[config.mk]
export PLATFORM = sky130hd
export DESIGN_NAME = usb_out_ep_buf
export DESIGN_NICKNAME = d
export VERILOG_FILES = /design/src/rtl/usb_out_ep_pkg.sv /design/src/rtl/ep_bank.sv /design/src/rtl/ep_host_fill.sv /design/src/rtl/ep_cpu_ctrl.sv /design/src/rtl/usb_out_ep_buf.sv
export SDC_FILE = /design/constraint.sdc
export NUM_CORES = 1
export LEC_CHECK = 0
export ABC_AREA = 1
export BUFFER_PORTS_ARGS = -buffer_cell sky130_fd_sc_hd__clkbuf_2
export CAP_MARGIN = 10
export CORE_ASPECT_RATIO = 1.2
export CORE_UTILIZATION = 50
export CTS_CLUSTER_DIAMETER = 40
export DETAILED_ROUTE_END_ITERATION = 6
export PLACE_DENSITY = 0.73
export SLEW_MARGIN = 20
export SYNTH_ARGS = -nofsm -noshare
export SYNTH_HDL_FRONTEND = slang
export SYNTH_SLANG_ARGS = --single-unit
export TNS_END_PERCENT = 100
[constraint.sdc]
create_clock -name clk -period 5.35 [get_ports clk]
set_input_delay 1.3375 -clock clk [delete_from_list [all_inputs] [get_ports clk]]
set_output_delay 1.3375 -clock clk [all_outputs]
set_load 0.01 [all_outputs]
[src/rtl/usb_out_ep_pkg.sv]
// Shared types for the banked OUT endpoint buffer.
package usb_out_ep_pkg;

    // Host-side reception state: waiting for a token, storing a packet, or
    // swallowing a packet that found no free bank.
    typedef enum logic [1:0] {
        FILL_IDLE = 2'd0,
        FILL_RECV = 2'd1,
        FILL_DROP = 2'd2
    } fill_state_e;

endpackage

[src/rtl/ep_bank.sv]
// One data bank: a byte array, a byte counter and a full flag.
// The host side writes at the counter position. The CPU side reads at an
// external index and counts down. Assumes the two sides never work on the
// same bank at once (the control logic guarantees this).
module ep_bank #(
    parameter int BYTES = 64,
    parameter int CNT_W = 7,
    parameter int IDX_W = 6
) (
    input  logic             clk,
    input  logic             rst_n,
    input  logic             wr_start,
    input  logic             wr_en,
    input  logic [7:0]       wr_byte,
    input  logic             commit,
    input  logic             free_i,
    input  logic             rd_en,
    input  logic [IDX_W-1:0] rd_idx,
    output logic [7:0]       rd_data,
    output logic [CNT_W-1:0] count,
    output logic             full
);

    localparam logic [CNT_W-1:0] CAP = CNT_W'(BYTES);

    logic [7:0] mem [BYTES];
    logic       room;

    assign room    = (count < CAP);
    assign rd_data = mem[rd_idx];

    // Store an incoming byte at the current fill position.
    always_ff @(posedge clk) begin
        if (wr_en && room) begin
            mem[count[IDX_W-1:0]] <= wr_byte;
        end
    end

    // Byte counter: cleared at packet start, up on write, down on read.
    always_ff @(posedge clk) begin
        if (!rst_n) begin
            count <= '0;
        end else if (wr_start) begin
            count <= '0;
        end else if (wr_en && room) begin
            count <= count + 1'b1;
        end else if (rd_en && (count != '0)) begin
            count <= count - 1'b1;
        end
    end

    // Full flag: set by a packet commit, cleared by software release.
    always_ff @(posedge clk) begin
        if (!rst_n) begin
            full <= 1'b0;
        end else if (commit) begin
            full <= 1'b1;
        end else if (free_i) begin
            full <= 1'b0;
        end
    end

    // the host never commits into a bank that is already full.
    p_commit_free_r3: assert property (@(posedge clk) disable iff (!rst_n)
        commit |-> !full);

    // each granted read lowers the count by exactly one.
    p_read_dec_r8: assert property (@(posedge clk) disable iff (!rst_n)
        (rd_en && (count != '0) && !wr_en && !wr_start) |=> (count == $past(count) - 1'b1));

    // the count never exceeds the bank size.
    p_cap_r12: assert property (@(posedge clk) disable iff (!rst_n)
        count <= CAP);

endmodule

[src/rtl/ep_host_fill.sv]
// Host-side reception control. A token either claims the current fill bank
// (when it is free) or marks the packet for discard. End of packet commits
// the bank, advances the fill pointer and answers ACK, or answers NAK.
// Assumes bytes arrive after the token, and that a byte may share its cycle
// with end of packet.
module ep_host_fill
    import usb_out_ep_pkg::*;
#(
    parameter int NUM_BANKS = 2,
    parameter int BYTES     = 64,
    parameter int CNT_W     = 7
) (
    input  logic             clk,
    input  logic             rst_n,
    input  logic             tok,
    input  logic             vld,
    input  logic             eop,
    input  logic [1:0]       full_vec,
    input  logic [CNT_W-1:0] cnt_fill,
    output logic             fb,
    output logic             wr_start,
    output logic             wr_en,
    output logic             commit,
    output logic             hs_valid,
    output logic             hs_ack
);

    localparam logic [CNT_W-1:0] CAP = CNT_W'(BYTES);

    fill_state_e state;
    logic        fill_full;
    logic        drop_end;

    assign fill_full = full_vec[fb];
    assign wr_start  = (state == FILL_IDLE) && tok && !fill_full;
    assign wr_en     = (state == FILL_RECV) && vld && (cnt_fill < CAP);
    assign commit    = (state == FILL_RECV) && eop;
    assign drop_end  = (state == FILL_DROP) && eop;

    // Reception state sequencing.
    always_ff @(posedge clk) begin
        if (!rst_n) begin
            state <= FILL_IDLE;
        end else begin
            case (state)
                FILL_IDLE: if (tok) state <= fill_full ? FILL_DROP : FILL_RECV;
                FILL_RECV: if (eop) state <= FILL_IDLE;
                FILL_DROP: if (eop) state <= FILL_IDLE;
                default:   state <= FILL_IDLE;
            endcase
        end
    end

    // Fill pointer: moves to the other bank after each commit.
    always_ff @(posedge clk) begin
        if (!rst_n) begin
            fb <= 1'b0;
        end else if (commit && (NUM_BANKS == 2)) begin
            fb <= ~fb;
        end
    end

    // Handshake pulse, registered one edge after end of packet.
    always_ff @(posedge clk) begin
        if (!rst_n) begin
            hs_valid <= 1'b0;
            hs_ack   <= 1'b0;
        end else begin
            hs_valid <= commit || drop_end;
            hs_ack   <= commit;
        end
    end

    // a token meeting a full bank leads to discard.
    p_nak_when_full_r3: assert property (@(posedge clk) disable iff (!rst_n)
        ((state == FILL_IDLE) && tok && fill_full) |=> (state == FILL_DROP));

    // an ACK pulse is always preceded by a commit.
    p_ack_after_commit_r2: assert property (@(posedge clk) disable iff (!rst_n)
        (hs_valid && hs_ack) |-> $past(commit));

endmodule

[src/rtl/ep_cpu_ctrl.sv]
// CPU-side control: ownership bit, receive flag, interrupt, read pointer and
// bank hand-back. Ownership is taken by hardware when the current CPU bank
// is full. Software gives it back by writing 0. Assumes the full flags come
// from the banks and change only through commit and release.
module ep_cpu_ctrl #(
    parameter int NUM_BANKS = 2,
    parameter int CNT_W     = 7,
    parameter int IDX_W     = 6
) (
    input  logic             clk,
    input  logic             rst_n,
    input  logic [1:0]       full_vec,
    input  logic [CNT_W-1:0] cnt_cur,
    input  logic             rd_i,
    input  logic             clr_wr,
    input  logic             clr_val,
    input  logic             fc_wr,
    input  logic             fc_val,
    input  logic             int_en,
    output logic             cb,
    output logic             free_pulse,
    output logic             rd_en,
    output logic [IDX_W-1:0] rptr,
    output logic             fifocon,
    output logic             rxout,
    output logic             int_o,
    output logic             rwall,
    output logic [CNT_W-1:0] bytecnt
);

    logic take;

    assign take       = !fifocon && full_vec[cb];
    assign free_pulse = fc_wr && !fc_val && fifocon;
    assign rwall      = fifocon && (cnt_cur != '0);
    assign rd_en      = rd_i && rwall;
    assign bytecnt    = fifocon ? cnt_cur : '0;
    assign int_o      = rxout && int_en;

    // Ownership bit: hardware sets, a software 0-write clears.
    always_ff @(posedge clk) begin
        if (!rst_n) begin
            fifocon <= 1'b0;
        end else if (free_pulse) begin
            fifocon <= 1'b0;
        end else if (take) begin
            fifocon <= 1'b1;
        end
    end

    // Receive flag: raised with ownership, cleared by a one-write acknowledge.
    always_ff @(posedge clk) begin
        if (!rst_n) begin
            rxout <= 1'b0;
        end else if (take) begin
            rxout <= 1'b1;
        end else if (clr_wr && clr_val) begin
            rxout <= 1'b0;
        end
    end

    // CPU bank pointer: moves to the other bank on release.
    always_ff @(posedge clk) begin
        if (!rst_n) begin
            cb <= 1'b0;
        end else if (free_pulse && (NUM_BANKS == 2)) begin
            cb <= ~cb;
        end
    end

    // Read index into the owned bank.
    always_ff @(posedge clk) begin
        if (!rst_n) begin
            rptr <= '0;
        end else if (free_pulse) begin
            rptr <= '0;
        end else if (rd_en) begin
            rptr <= rptr + 1'b1;
        end
    end

    // writing 1 cannot raise the ownership bit.
    p_sw_set_ignored_r9: assert property (@(posedge clk) disable iff (!rst_n)
        (fc_wr && fc_val && !fifocon && !full_vec[cb]) |=> !fifocon);

    // a release with the other bank full re-arms after one idle cycle.
    p_rearm_r11: assert property (@(posedge clk) disable iff (!rst_n)
        ((NUM_BANKS == 2) && free_pulse && full_vec[~cb]) |=> (!fifocon ##1 (fifocon && rxout)));

    // a one-write acknowledge clears the flag unless a new take coincides.
    p_clear_r6: assert property (@(posedge clk) disable iff (!rst_n)
        (clr_wr && clr_val && !take) |=> !rxout);

    // the receive flag never rises without ownership.
    p_flag_owned_r4: assert property (@(posedge clk) disable iff (!rst_n)
        $rose(rxout) |-> fifocon);

endmodule

[src/rtl/usb_out_ep_buf.sv]
// Banked OUT endpoint receive buffer, top level. Connects the host-side
// fill control, one or two data banks and the CPU-side control. Assumes
// NUM_BANKS is 1 or 2 and BANK_BYTES is a power of two.
module usb_out_ep_buf #(
    parameter int NUM_BANKS  = 2,
    parameter int BANK_BYTES = 64,
    localparam int CNT_W     = $clog2(BANK_BYTES + 1),
    localparam int IDX_W     = $clog2(BANK_BYTES)
) (
    input  logic             clk,
    input  logic             rst_n,
    input  logic             host_tok_i,
    input  logic             host_vld_i,
    input  logic [7:0]       host_byte_i,
    input  logic             host_eop_i,
    output logic             host_hs_valid_o,
    output logic             host_hs_ack_o,
    input  logic             cpu_int_en_i,
    input  logic             cpu_ack_wr_i,
    input  logic             cpu_ack_val_i,
    input  logic             cpu_fc_wr_i,
    input  logic             cpu_fc_val_i,
    input  logic             cpu_rd_i,
    output logic [7:0]       cpu_rd_data_o,
    output logic             cpu_rxout_o,
    output logic             cpu_fifocon_o,
    output logic             cpu_rwall_o,
    output logic [CNT_W-1:0] cpu_bytecnt_o,
    output logic             cpu_int_o
);

    logic             fb, cb;
    logic             wr_start, wr_en, commit, free_pulse, rd_en;
    logic [IDX_W-1:0] rptr;
    logic [1:0]       full_vec;
    logic [CNT_W-1:0] cnt_arr  [2];
    logic [7:0]       rdat_arr [2];

    ep_host_fill #(
        .NUM_BANKS (NUM_BANKS),
        .BYTES     (BANK_BYTES),
        .CNT_W     (CNT_W)
    ) u_fill (
        .clk      (clk),
        .rst_n    (rst_n),
        .tok      (host_tok_i),
        .vld      (host_vld_i),
        .eop      (host_eop_i),
        .full_vec (full_vec),
        .cnt_fill (cnt_arr[fb]),
        .fb       (fb),
        .wr_start (wr_start),
        .wr_en    (wr_en),
        .commit   (commit),
        .hs_valid (host_hs_valid_o),
        .hs_ack   (host_hs_ack_o)
    );

    for (genvar b = 0; b < 2; b++) begin : g_bank
        if (b < NUM_BANKS) begin : g_live
            ep_bank #(
                .BYTES (BANK_BYTES),
                .CNT_W (CNT_W),
                .IDX_W (IDX_W)
            ) u_bank (
                .clk      (clk),
                .rst_n    (rst_n),
                .wr_start (wr_start && (fb == 1'(b))),
                .wr_en    (wr_en && (fb == 1'(b))),
                .wr_byte  (host_byte_i),
                .commit   (commit && (fb == 1'(b))),
                .free_i   (free_pulse && (cb == 1'(b))),
                .rd_en    (rd_en && (cb == 1'(b))),
                .rd_idx   (rptr),
                .rd_data  (rdat_arr[b]),
                .count    (cnt_arr[b]),
                .full     (full_vec[b])
            );
        end else begin : g_absent
            assign rdat_arr[b] = '0;
            assign cnt_arr[b]  = '0;
            assign full_vec[b] = 1'b0;
        end
    end

    ep_cpu_ctrl #(
        .NUM_BANKS (NUM_BANKS),
        .CNT_W     (CNT_W),
        .IDX_W     (IDX_W)
    ) u_cpu (
        .clk        (clk),
        .rst_n      (rst_n),
        .full_vec   (full_vec),
        .cnt_cur    (cnt_arr[cb]),
        .rd_i       (cpu_rd_i),
        .clr_wr     (cpu_ack_wr_i),
        .clr_val    (cpu_ack_val_i),
        .fc_wr      (cpu_fc_wr_i),
        .fc_val     (cpu_fc_val_i),
        .int_en     (cpu_int_en_i),
        .cb         (cb),
        .free_pulse (free_pulse),
        .rd_en      (rd_en),
        .rptr       (rptr),
        .fifocon    (cpu_fifocon_o),
        .rxout      (cpu_rxout_o),
        .int_o      (cpu_int_o),
        .rwall      (cpu_rwall_o),
        .bytecnt    (cpu_bytecnt_o)
    );

    assign cpu_rd_data_o = rdat_arr[cb];

    // the interrupt only ever accompanies a set receive flag.
    p_int_needs_flag_r5: assert property (@(posedge clk) disable iff (!rst_n)
        cpu_int_o |-> (cpu_rxout_o && cpu_int_en_i));

endmodule

== Word-level counts from Yosys, hierarchy flattened ==
Memories as Yosys holds them, arrays and structs flattened. A register that Yosys moved wholly into a read port is not among the register bits.
Index checks and enable logic that the tools add are counted.

* Register bits after elaboration: 30
* Memory bits (writable): 1,024
* Input bits: 19
* Word-level logic and storage cells: 116
* Memories kept: 2

* $add $sub $neg: 5
* $lt $le $gt $ge: 7
* Equal/unequal tests: 4
* Muxes and demuxes: 36
* Bitwise logic cells: 5
* Reduce and logical (&&, ||, !) cells: 45

{| class="wikitable"
|+ Memories
! memory !! words !! width !! read ports !! clocked after Yosys merged registers in !! write ports !! line !! source
|-
| g_bank[0].g_live.u_bank.mem || 64 || 8 || 1 || 1 || 1 || ep_bank.sv:26 || <nowiki>logic [7:0] mem [BYTES];</nowiki>
|-
| g_bank[1].g_live.u_bank.mem || 64 || 8 || 1 || 1 || 1 || ep_bank.sv:26 ||
|}

{| class="wikitable"
|+ Operators by type and width
! cell !! number
|-
| two-way mux 7 bit || 11
|-
| logical AND 1 bit || 27
|-
| two-way mux 6 bit || 4
|-
| two-way mux 8 bit || 3
|-
| < comparator 7 bit, second input constant || 3
|-
| nonzero test 7 bit || 3
|-
| adder 7 x 1 -> 7 bit, second input constant || 2
|-
| two-way mux 1 bit || 14
|-
| subtractor 7 x 1 -> 7 bit, second input constant || 2
|-
| nonzero test 2 bit || 5
|-
| OR reduction 2 bit || 4
|-
| adder 6 x 1 -> 6 bit, second input constant || 1
|-
| two-way mux 2 bit || 3
|-
| greater-or-equal comparator 2 bit, second input constant || 2
|-
| < comparator 1 x 2 -> 1 bit, second input constant || 2
|-
| inverter 1 -> 2 bit || 2
|-
| one-hot mux 2 bit (2 select lines) || 1
|-
| zero test 1 bit || 3
|-
| inverter 1 bit || 3
|-
| == test 2 x 1 -> 1 bit, second input constant || 1
|-
| == test 2 bit, second input constant || 1
|-
| zero test 2 bit || 1
|-
| != test 2 x 1 -> 1 bit, second input constant || 1
|-
| != test 2 bit, second input constant || 1
|-
| other kinds (2) || 2
|}

== Logic depth before layout (Yosys ltp) ==
Gate-level depths: netlist (run 1).

* Depth after elaboration: 11
* Mapped depth: 16
* Depth with buffers taken out: 16

== Cells and area by module ==
Synthesis (run 1) repeated with hierarchy kept, for this count alone.

* Cell total of the unflattened synthesis: 3,971
* Area, all modules: 44,512.7 um^2

{| class="wikitable"
|+ By module, submodules not included
! module !! instances !! cells each !! area an instance (um^2) !! sequential area each (um^2)
|-
| ep_bank (g_bank[0].g_live.u_bank) || 1 || 1,864 || 21,629.5 || 15,534.9
|-
| ep_bank (g_bank[1].g_live.u_bank) || 1 || 1,865 || 21,602.0 || 15,534.9
|-
| ep_cpu_ctrl || 1 || 109 || 639.4 || 180.2
|-
| usb_out_ep_buf || 1 || 92 || 364.1 || 0.0
|-
| ep_host_fill || 1 || 41 || 277.8 || 100.1
|}

== Least setup slack after synthesis (run 1) ==
Ideal clock, no wire load.

* Path kind: input to register
* From: input host_vld_i
* To: register g_bank[1].g_live.u_bank.count[5]
* Library setup time: 114 ps
* Arrival time: 3,047 ps
* Data required time: 5,236 ps
* Path slack: 2,189 ps
* Cell stages on the path: 10
* Path buffers: 0
* Cell sequence: nand2_1 -> nor4_4 -> inv_1 -> ha_1 -> a21o_1 -> nand2_1 -> nand3_1 -> xor2_1 -> nor2_1 -> nor2_1

* Longest elaborated chain between the ends: 5
* Elaborated cells on any way between the ends: 6
* Classes of those cells: mux (1); reduce/logical (5)

{| class="wikitable"
|+ RTL lines
! element !! line !! source
|-
| start, declared || usb_out_ep_buf.sv:13 || <nowiki>input logic host_vld_i,</nowiki>
|-
| logical AND 1 bit * (2 in series) || ep_host_fill.sv:36 || <nowiki>assign wr_en = (state == FILL_RECV) && vld && (cnt_fill < CAP);</nowiki>
|-
| logical AND 1 bit * || usb_out_ep_buf.sv:69 || <nowiki>.wr_en (wr_en && (fb == 1'(b))),</nowiki>
|-
| logical AND 1 bit * || ep_bank.sv:45 || <nowiki>end else if (wr_en && room) begin</nowiki>
|-
| two-way mux 7 bit or nonzero test 2 bit (tied branches) || - ||
|-
| end signal, assigned || ep_bank.sv:46 || <nowiki>count <= count + 1'b1;</nowiki>
|-
| end signal, assigned || ep_bank.sv:48 || <nowiki>count <= count - 1'b1;</nowiki>
|-
| end, declared || ep_bank.sv:20 || <nowiki>output logic [CNT_W-1:0] count,</nowiki>
|}

Mark *: on every way between the ends. The rest lies on a longest branch, timed or not.
A chain may end at the register's enable or synchronous reset.

==> results of run 1 <==
==> critical path: stages, from the launching register on <==
cell,delay [ns]
dfxtp_4,0.44
buf_12,0.55
nand3_1,0.16
nand3_1,0.19
nand3_1,0.11
nand2_1,0.14
nand2_1,0.07
nand3_1,0.17
nand2_1,0.11
nand2_1,0.12
nand2_1,0.16
clkbuf_2,0.17
==> layout by cell type, fill, tap and decap left out, types with 16 or more instances in the layout <==
master / n
dfxtp_1: 32
clkbuf_1: 16
inv_1: 46
edfxtp_1: 1024
clkbuf_16: 112
nand2_1: 1258
buf_4: 69
nor2_1: 176
nand3_1: 947
clkbuf_2: 31
a21oi_1: 23
==> power breakdown <==
part / switching, mW / leakage (nW) / total (mW) / internal (mW)
registers: 0.0289 / 9.49 / 9.14 / 9.12
logic: 0.524 / 5.86 / 0.698 / 0.175
clock network: 3.26 / 1.84 / 7.91 / 4.65
==> kinds of logic after synthesis <==
logic type | after synthesis | share of synthesized area (%)
AOI/OAI and AO/OA | 58 | 0.776
xor gates and xnor gates | 12 | 0.240
adders and majority gates | 17 | 0.519
buffers and inverters | 283 | 3.26
DFF | 1060 | 71.8
and+or+nand+nor | 2402 | 23.4
==> area by class of cell <==
cell class,instances,area [sq um]
diodes,2,5.00
clock buffers,131,2900
clock inverters,75,902
fillers,6910,37700
inverters,55,224
multi-input cells,2489,11000
flip-flops and latches,1060,31500
well taps,1140,1430
repair buffers,111,893
==> registers in the layout (all words and copies together) (netlist names), named ones only <==
| register | cells |
|---|---|
| g_bank.g_live.u_bank.full | 2 |
| g_bank.g_live.u_bank.mem | 1024 |
| u_fill.hs_ack | 1 |
| u_cpu.cb | 1 |
| u_cpu.rxout | 1 |
| u_cpu.rptr | 6 |
| g_bank.g_live.u_bank.count | 14 |
| u_fill.state | 2 |
| u_fill.hs_valid | 1 |
| u_cpu.fifocon | 1 |
| u_fill.fb | 1 |
==> path summary, 6_finish.rpt <==
check | startpoint | slack, ns | to
hold reg to reg | u_cpu.rxout | 0.48 | u_cpu.rxout
setup / recovery | register | 0.47 | cpu_rd_data_o[2]
setup reg to reg | u_fill.state[1] | 1.83 | g_bank[0].g_live.u_bank.mem[20][2]
hold / removal | u_cpu.rxout | 0.48 | u_cpu.rxout
==> routing by layer <==
layer  routed length [um]  part of all wire [%]
met5                   23                 0.021
met4                 3360                   3.1
met3                10800                    10
met2                51200                    48
met1                42400                    39
==> stage by stage <==
stage	hold WS, ns	cells	util [%]	setup slack [ns]
detailed placement	0.480	4855	52.0	1.21
global route	0.513	5061	56.4	0.278
CTS	0.489	5061	56.4	0.501
global placement	0.467	4855	52.0	1.23
finish	0.485	5063	56.4	0.468
floorplan	0.449	3832	-	2.19
==> insert_results.sql, run 1 <==
INSERT INTO impl_metrics (metric_group, metric, value, unit) VALUES
('global_routing', 'grt_start_max_net_pins', '205', ''),
('floorplan', 'die-width', '272', 'um'),
('timing', 'maxClockFrequency', '205', 'MHz'),
('cells_and_area', 'post_layout_nets', '3864', ''),
('place', 'detailed_place_hpwl', '60400', 'um'),
('pwr', 'power.density', '364', 'nW/um^2'),
('pwr', 'fin_total_pwr', '17.8', 'mW'),
('setup_path', 'required_time_of_the_critical_path', '4.01', 'ns'),
('pwr', 'power.leakage', '17.2', 'nW'),
('clocking', 'clock-root-buffer', 'clkbuf_16', ''),
('clocking', 'cts.sinks', '1060', ''),
('synth', 'synth_area_per_cell', '11.4', 'sq um'),
('clocking', 'clock_path_buffers', '3', ''),
('routing', 'drt_wl_total', '108000', 'um'),
('timing', 'finalSetupViolations', '0', ''),
('timing', 'timing.final.hold_violations', '0', ''),
('timing', 'slew-limit-headroom', '11.3', '%'),
('global_routing', 'grt_util_all_layers', '24.3', '%'),
('floorplan', 'initial_core_util', '50.7', '%'),
('routing', 'routed-via-count', '29274', ''),
('global_routing', 'grtUsageMet1', '33.6', '%'),
('synth', 'synth.cells.most_frequent', 'nand2_1, edfxtp_1, nand3_1', ''),
('place', 'dpl_cell_area', '45000', 'sq um'),
('setup_path', 'arrival', '3.54', 'ns'),
('place', 'place.gp.congestion', '0.833', ''),
('synth', 'asyncSetResetFlopFracSynth', '0', '%'),
('floorplan', 'io_pins', '40', ''),
('clocking', 'cts_hold_repair.buffers', '0', ''),
('clocking', 'htree_levels', '3', ''),
('synth', 'netlist.top_cell.by_area', 'edfxtp_1', ''),
('routing', 'firstDrtPassIters', '7', ''),
('synth', 'ys_seq_elements', '1060', ''),
('synth', 'synth-seq-area-share', '71.8', '%'),
('synth', 'yosys-top-cells-area', 'edfxtp_1, nand3_1, nand2_1', ''),
('timing', 'post-route-period-util', '91.3', '%'),
('hold_path', 'hold_path.class', 'reg -> reg', ''),
('clocking', 'cts_setup_buffers', '0', ''),
('timing', 'drv_slew', '0', ''),
('floorplan', 'die_height', '326', 'um'),
('floorplan', 'die_area', '88900', 'sq um'),
('setup_path', 'worst_r2r_path_depth', '8', ''),
('timing', 'tightestPinTransition', '1.33', 'ns'),
('global_routing', 'use_met3', '4.14', '%'),
('clocking', 'cts_inserted_buffers', '111', ''),
('clocking', 'path_clk_slew', '0.06', 'ns'),
('hold_path', 'min_delay_path_depth', '2', ''),
('clocking', 'post_cts_resize_count', '0', ''),
('routing', 'drt_iter0_drc', '3643', ''),
('synth', 'post_synth_instance_area', '43900', 'sq um'),
('synth', 'netlist_instances', '3832', ''),
('global_routing', 'grt_use_met2', '38.7', '%'),
('global_routing', 'grt_pass1_wl', '165000', 'um'),
('timing', 'clock_skew', '0.0223', 'ns'),
('cells_and_area', 'drive_above_1_share', '7.83', '%'),
('timing', 'rsz0062_at_grt', 'false', ''),
('synth', 'synth_fp_nets', '3868', ''),
('setup_path', 'critPathLaunchType', 'register', ''),
('setup_path', 'timing.critical_path.to_type', 'output pin', ''),
('cells_and_area', 'flow.area_growth_from_synthesis', '11.3', '%'),
('synth', 'postSynth.topFlopCell', 'edfxtp_1', ''),
('synth', 'yosys_warnings', '0', ''),
('synth', 'post-synth-top-area-fraction', '70.1', '%'),
('global_routing', 'global_route.peak_usage_layer', 'met2', ''),
('setup_path', 'worstPathMaxFanout', '204', ''),
('place', 'port_buffers', '39', ''),
('clocking', 'clock_tree_from_tritoncts', 'yes', ''),
('routing', 'post-route-drc-count', '0', ''),
('pwr', 'max-vdd-ir-drop', '260', 'uV'),
('timing', 'finalWorstPathRequiredPeriod', '4.88', 'ns'),
('routing', 'via_per_inst', '5.78', ''),
('timing', 'final.setup.tns', '0', 'ns'),
('global_routing', 'grt_antenna_before_repair', '3', ''),
('synth', 'yosys.cell_types.count', '33', ''),
('routing', 'final_antenna_violating_net_count', '0', ''),
('synth', 'synth_enable_flop_cells', '1024', ''),
('global_routing', 'grt.overflow.total', '0', ''),
('cells_and_area', 'final_design_area_no_fill', '48800', 'sq um'),
('synth', 'yosys.cell_count.top_type', 'nand2_1', ''),
('floorplan', 'core_region_area', '86500', 'sq um'),
('status', 'status', 'finished, final reports clean', ''),
('floorplan', 'core_rows', '118', ''),
('run', 'drv_cap', '0', ''),
('clocking', 'skew_pair_late_insertion_delay', '0.69', 'ns'),
('routing', 'route.detailed.wl_per_inst', '21.3', 'um'),
('global_routing', 'grt_pass1_vias', '28249', ''),
('setup_path', 'criticalPathCategory', 'reg -> out', '');
Power figures use the tool's default switching activity.
==> run 2: changes to the inputs <==
- CAP_MARGIN: 10 -> 20
- CORE_UTILIZATION: 50 -> 25
- PLACE_DENSITY: 0.73 -> 0.46
- SYNTH_HIERARCHICAL: default -> 1
==> run 2 against run 1 <==
  * Sequential power grew 0.7%
  * Sequential share of layout area shrank 5.0 points
  * Wire length grew 24%
  * Global-route usage shrank 9.6 points
  * Largest power group is now the clock network
  * Via count grew 1.3%
  * Power grew 21%
  * Worst setup slack lost 0.0077 ns
  * Core utilization shrank 27 points
  * Flip-flop and latch count shrank 6
  * Largest cell class unchanged
  * Highest routed layer is now met4
==> insert_results.sql, run 2 <==
INSERT INTO impl_metrics (metric_group, metric, value, unit) VALUES
('setup_path', 'cp_cell_sequence', 'buf_12, nand3_1, nand3_1, buf_4, nand2_1, nand2_1, nand3_1, nand3_1, nand2_1, nand2_1, nand2_1, clkbuf_2', ''),
('clocking', 'skew_pair_late_insertion_delay', '0.77', 'ns'),
('cells_and_area', 'flow.area_growth_from_synthesis', '18.5', '%'),
('floorplan', 'initial_core_util', '25.2', '%'),
('setup_path', 'arrival', '3.55', 'ns'),
('clocking', 'cts_hold_repair.buffers', '0', ''),
('cells_and_area', 'post_layout_nets', '4110', ''),
('setup_path', 'critPathBufInv', '3', ''),
('clocking', 'clock_tree_from_tritoncts', 'yes', ''),
('setup_path', 'cp_top_family', 'simple AND/OR/NAND/NOR gates', ''),
('routing', 'routed-via-count', '29656', ''),
('routing', 'firstDrtPassIters', '6', ''),
('timing', 'timing.final.hold_violations', '0', ''),
('timing', 'clock_skew', '0.0291', 'ns'),
('pwr', 'power.internal', '15.9', 'mW'),
('cells_and_area', 'layout_commonest_cell', 'nand2_1', ''),
('global_routing', 'grt_antenna_before_repair', '2', ''),
('clocking', 'cts_setup_buffers', '0', ''),
('pwr', 'pwr-share-seq', '42.9', '%'),
('setup_path', 'capture_point_of_the_worst_reg_to_reg_path', 'g_bank[0].g_live.u_bank/mem[29][7]', ''),
('pwr', 'power.leakage', '18.8', 'nW'),
('clocking', 'clock-root-buffer', 'clkbuf_16', ''),
('cells_and_area', 'most-common-layout-cells', 'nand2_1, edfxtp_1, nand3_1', ''),
('pwr', 'max-vdd-ir-drop', '238', 'uV'),
('synth', 'netlist_instances', '3953', ''),
('place', 'place.gp.congestion', '0.818', ''),
('timing', 'finalWorstPathRequiredPeriod', '4.89', 'ns'),
('clocking', 'cts.sinks', '1054', ''),
('floorplan', 'io_pins', '40', ''),
('setup_path', 'required_time_of_the_critical_path', '4.01', 'ns'),
('setup_path', 'critical_path_destination', 'cpu_rd_data_o[2]', ''),
('setup_path', 'worst_r2r_path_depth', '10', ''),
('setup_path', 'criticalPathCategory', 'reg -> out', ''),
('hold_path', 'hold_start', 'u_cpu/rxout', ''),
('cells_and_area', 'number_of_flip_flops_under_the_largest_register_name', '1024', ''),
('clocking', 'htree_levels', '4', ''),
('setup_path', 'worstPathMaxFanout', '173', ''),
('global_routing', 'grt.overflow.total', '0', ''),
('cells_and_area', 'ant_diodes', '0', ''),
('pwr', 'p_sw', '5.51', 'mW'),
('clocking', 'post_cts_resize_count', '0', ''),
('setup_path', 'setup.worst_path.start', 'u_cpu/rptr[1]', ''),
('pwr', 'power.density', '407', 'nW/um^2'),
('routing', 'final_antenna_violating_net_count', '0', ''),
('pwr', 'power_switching_share', '25.7', '%'),
('setup_path', 'critical_path.reg2reg.startpoint', 'u_fill/fb', ''),
('pwr', 'share_comb_of_total_power', '9.9', '%'),
('timing', 'rsz0062_at_grt', 'false', ''),
('timing', 'final.setup.worst_slack', '0.460', 'ns'),
('synth', 'post_synth_instance_area', '44400', 'sq um'),
('place', 'pre_cts_slack', '1.16', 'ns'),
('clocking', 'clock_path_buffers', '3', ''),
('global_routing', 'grt_util_all_layers', '14.6', '%'),
('routing', 'via_per_inst', '4.56', ''),
('timing', 'finalSetupViolations', '0', ''),
('clocking', 'path_clk_slew', '0.05', 'ns'),
('place', 'port_buffers', '39', ''),
('setup_path', 'critPathMostFrequentCell', 'nand2_1', ''),
('floorplan', 'die_height', '464', 'um'),
('global_routing', 'grt_start_max_net_pins', '174', ''),
('setup_path', 'max_stage_delay', '0.64', 'ns'),
('timing', 'tightestPinTransition', '1.08', 'ns'),
('floorplan', 'die_area', '179000', 'sq um'),
('synth', 'yosys_warnings', '6', ''),
('setup_path', 'timing.critical_path.to_type', 'output pin', ''),
('timing', 'drv_slew', '0', ''),
('cells_and_area', 'layout.core_utilization', '29.8', '%'),
('floorplan', 'die-width', '387', 'um'),
('timing', 'post-route-period-util', '91.4', '%'),
('routing', 'route.detailed.wl_per_inst', '20.5', 'um'),
('timing', 'worst_hold_slack', '0.550', 'ns'),
('setup_path', 'cpMaxStageDelayCell', 'buf_12', ''),
('routing', 'drt_iter0_drc', '2396', ''),
('setup_path', 'r2r_setup_slack', '2.04', 'ns'),
('synth', 'synth_fp_nets', '3989', ''),
('place', 'detailed_place_hpwl', '78700', 'um'),
('routing', 'drt_wl_total', '133000', 'um'),
('floorplan', 'core_rows', '169', ''),
('cells_and_area', 'drive_above_1_share', '11.6', '%'),
('global_routing', 'grt_pass1_vias', '28846', ''),
('timing', 'slew-limit-headroom', '28.3', '%'),
('setup_path', 'worstSetupPathDepth', '12', ''),
('synth', 'synth_area_per_cell', '11.2', 'sq um'),
('routing', 'post-route-drc-count', '0', ''),
('run', 'drv_cap', '0', ''),
('floorplan', 'core_region_area', '177000', 'sq um'),
('status', 'status', 'finished, final reports clean', ''),
('clocking', 'cts_inserted_buffers', '154', ''),
('hold_path', 'hold_path.class', 'reg -> reg', ''),
('pwr', 'clkPwrFrac', '47.2', '%'),
('global_routing', 'grt_pass1_wl', '196000', 'um'),
('timing', 'final.setup.tns', '0', 'ns'),
('setup_path', 'critPathLaunchType', 'register', ''),
('timing', 'maxClockFrequency', '205', 'MHz');
[run 2: changes by cell type in the layout (fill, tap and decap cells not counted), sizes merged, moves of 8 or more]
| cell | delta |
|---|---|
| nand2 | +154 |
| buf | +87 |
| nand3 | -58 |
| clkbuf | +57 |
| inv | +47 |
| nor2 | -23 |
| nor4 | +15 |
| o21bai | -9 |
| nand4 | +8 |
[run 2: final cells by class]
| class | count | area [sq um] |
|---|---|---|
| fillers | 18096 | 124000 |
| flip-flops and latches | 1054 | 31400 |
| multi-input cells | 2576 | 11300 |
| clock buffers | 188 | 4180 |
| well taps | 2308 | 2890 |
| repair buffers | 198 | 1600 |
| clock inverters | 93 | 1000 |
| inverters | 90 | 359 |
[run 2: power by group through the flow]
stage	clock network, mW	logic, mW	registers, mW
after floorplan	0	1.37	9.33
after global placement	0	2.13	9.37
after detailed placement	0	2.13	9.37
after CTS	10.3	2.14	9.20
after global routing	10.7	2.33	9.20
final	10.1	2.11	9.20
[run 2: routing by layer]
layer	routed length, um	track usage, %	share of wire (%)
met3	6480	2.40	4.9
met2	65000	24.5	49
met1	58200	19.0	44
met5	0	0	0
met4	3690	5.00	2.8
[run 2: per-stage QoR]
step | area [sq um] | total power [mW] | cells
after floorplan | 44400 | 10.7 | 3953
after global placement | 47500 | 11.5 | 6226
after detailed placement | 47500 | 11.5 | 6226
after CTS | 52600 | 21.7 | 6507
after global routing | 52600 | 22.2 | 6507
final | 52600 | 21.4 | 6507
[run 2: worst min-delay path by stage]
| stage | end | slack, ns | cells after the start |
|---|---|---|---|
| finish | u_cpu/rxout | 0.55 | 2 |
| global route | g_bank[1].g_live.u_bank/full | 0.59 | 2 |
| CTS | g_bank[0].g_live.u_bank/full | 0.56 | 2 |
| detailed placement | g_bank[1].g_live.u_bank/full | 0.54 | 2 |
| global placement | g_bank[1].g_live.u_bank/full | 0.53 | 2 |
| floorplan | u_fill/fb | 0.47 | 2 |
[run 2: tightest hold or removal path: stages, from the launching register on]
cell     delay, ns
dfxtp_1       0.33
nand2_1       0.09
a21oi_1       0.08
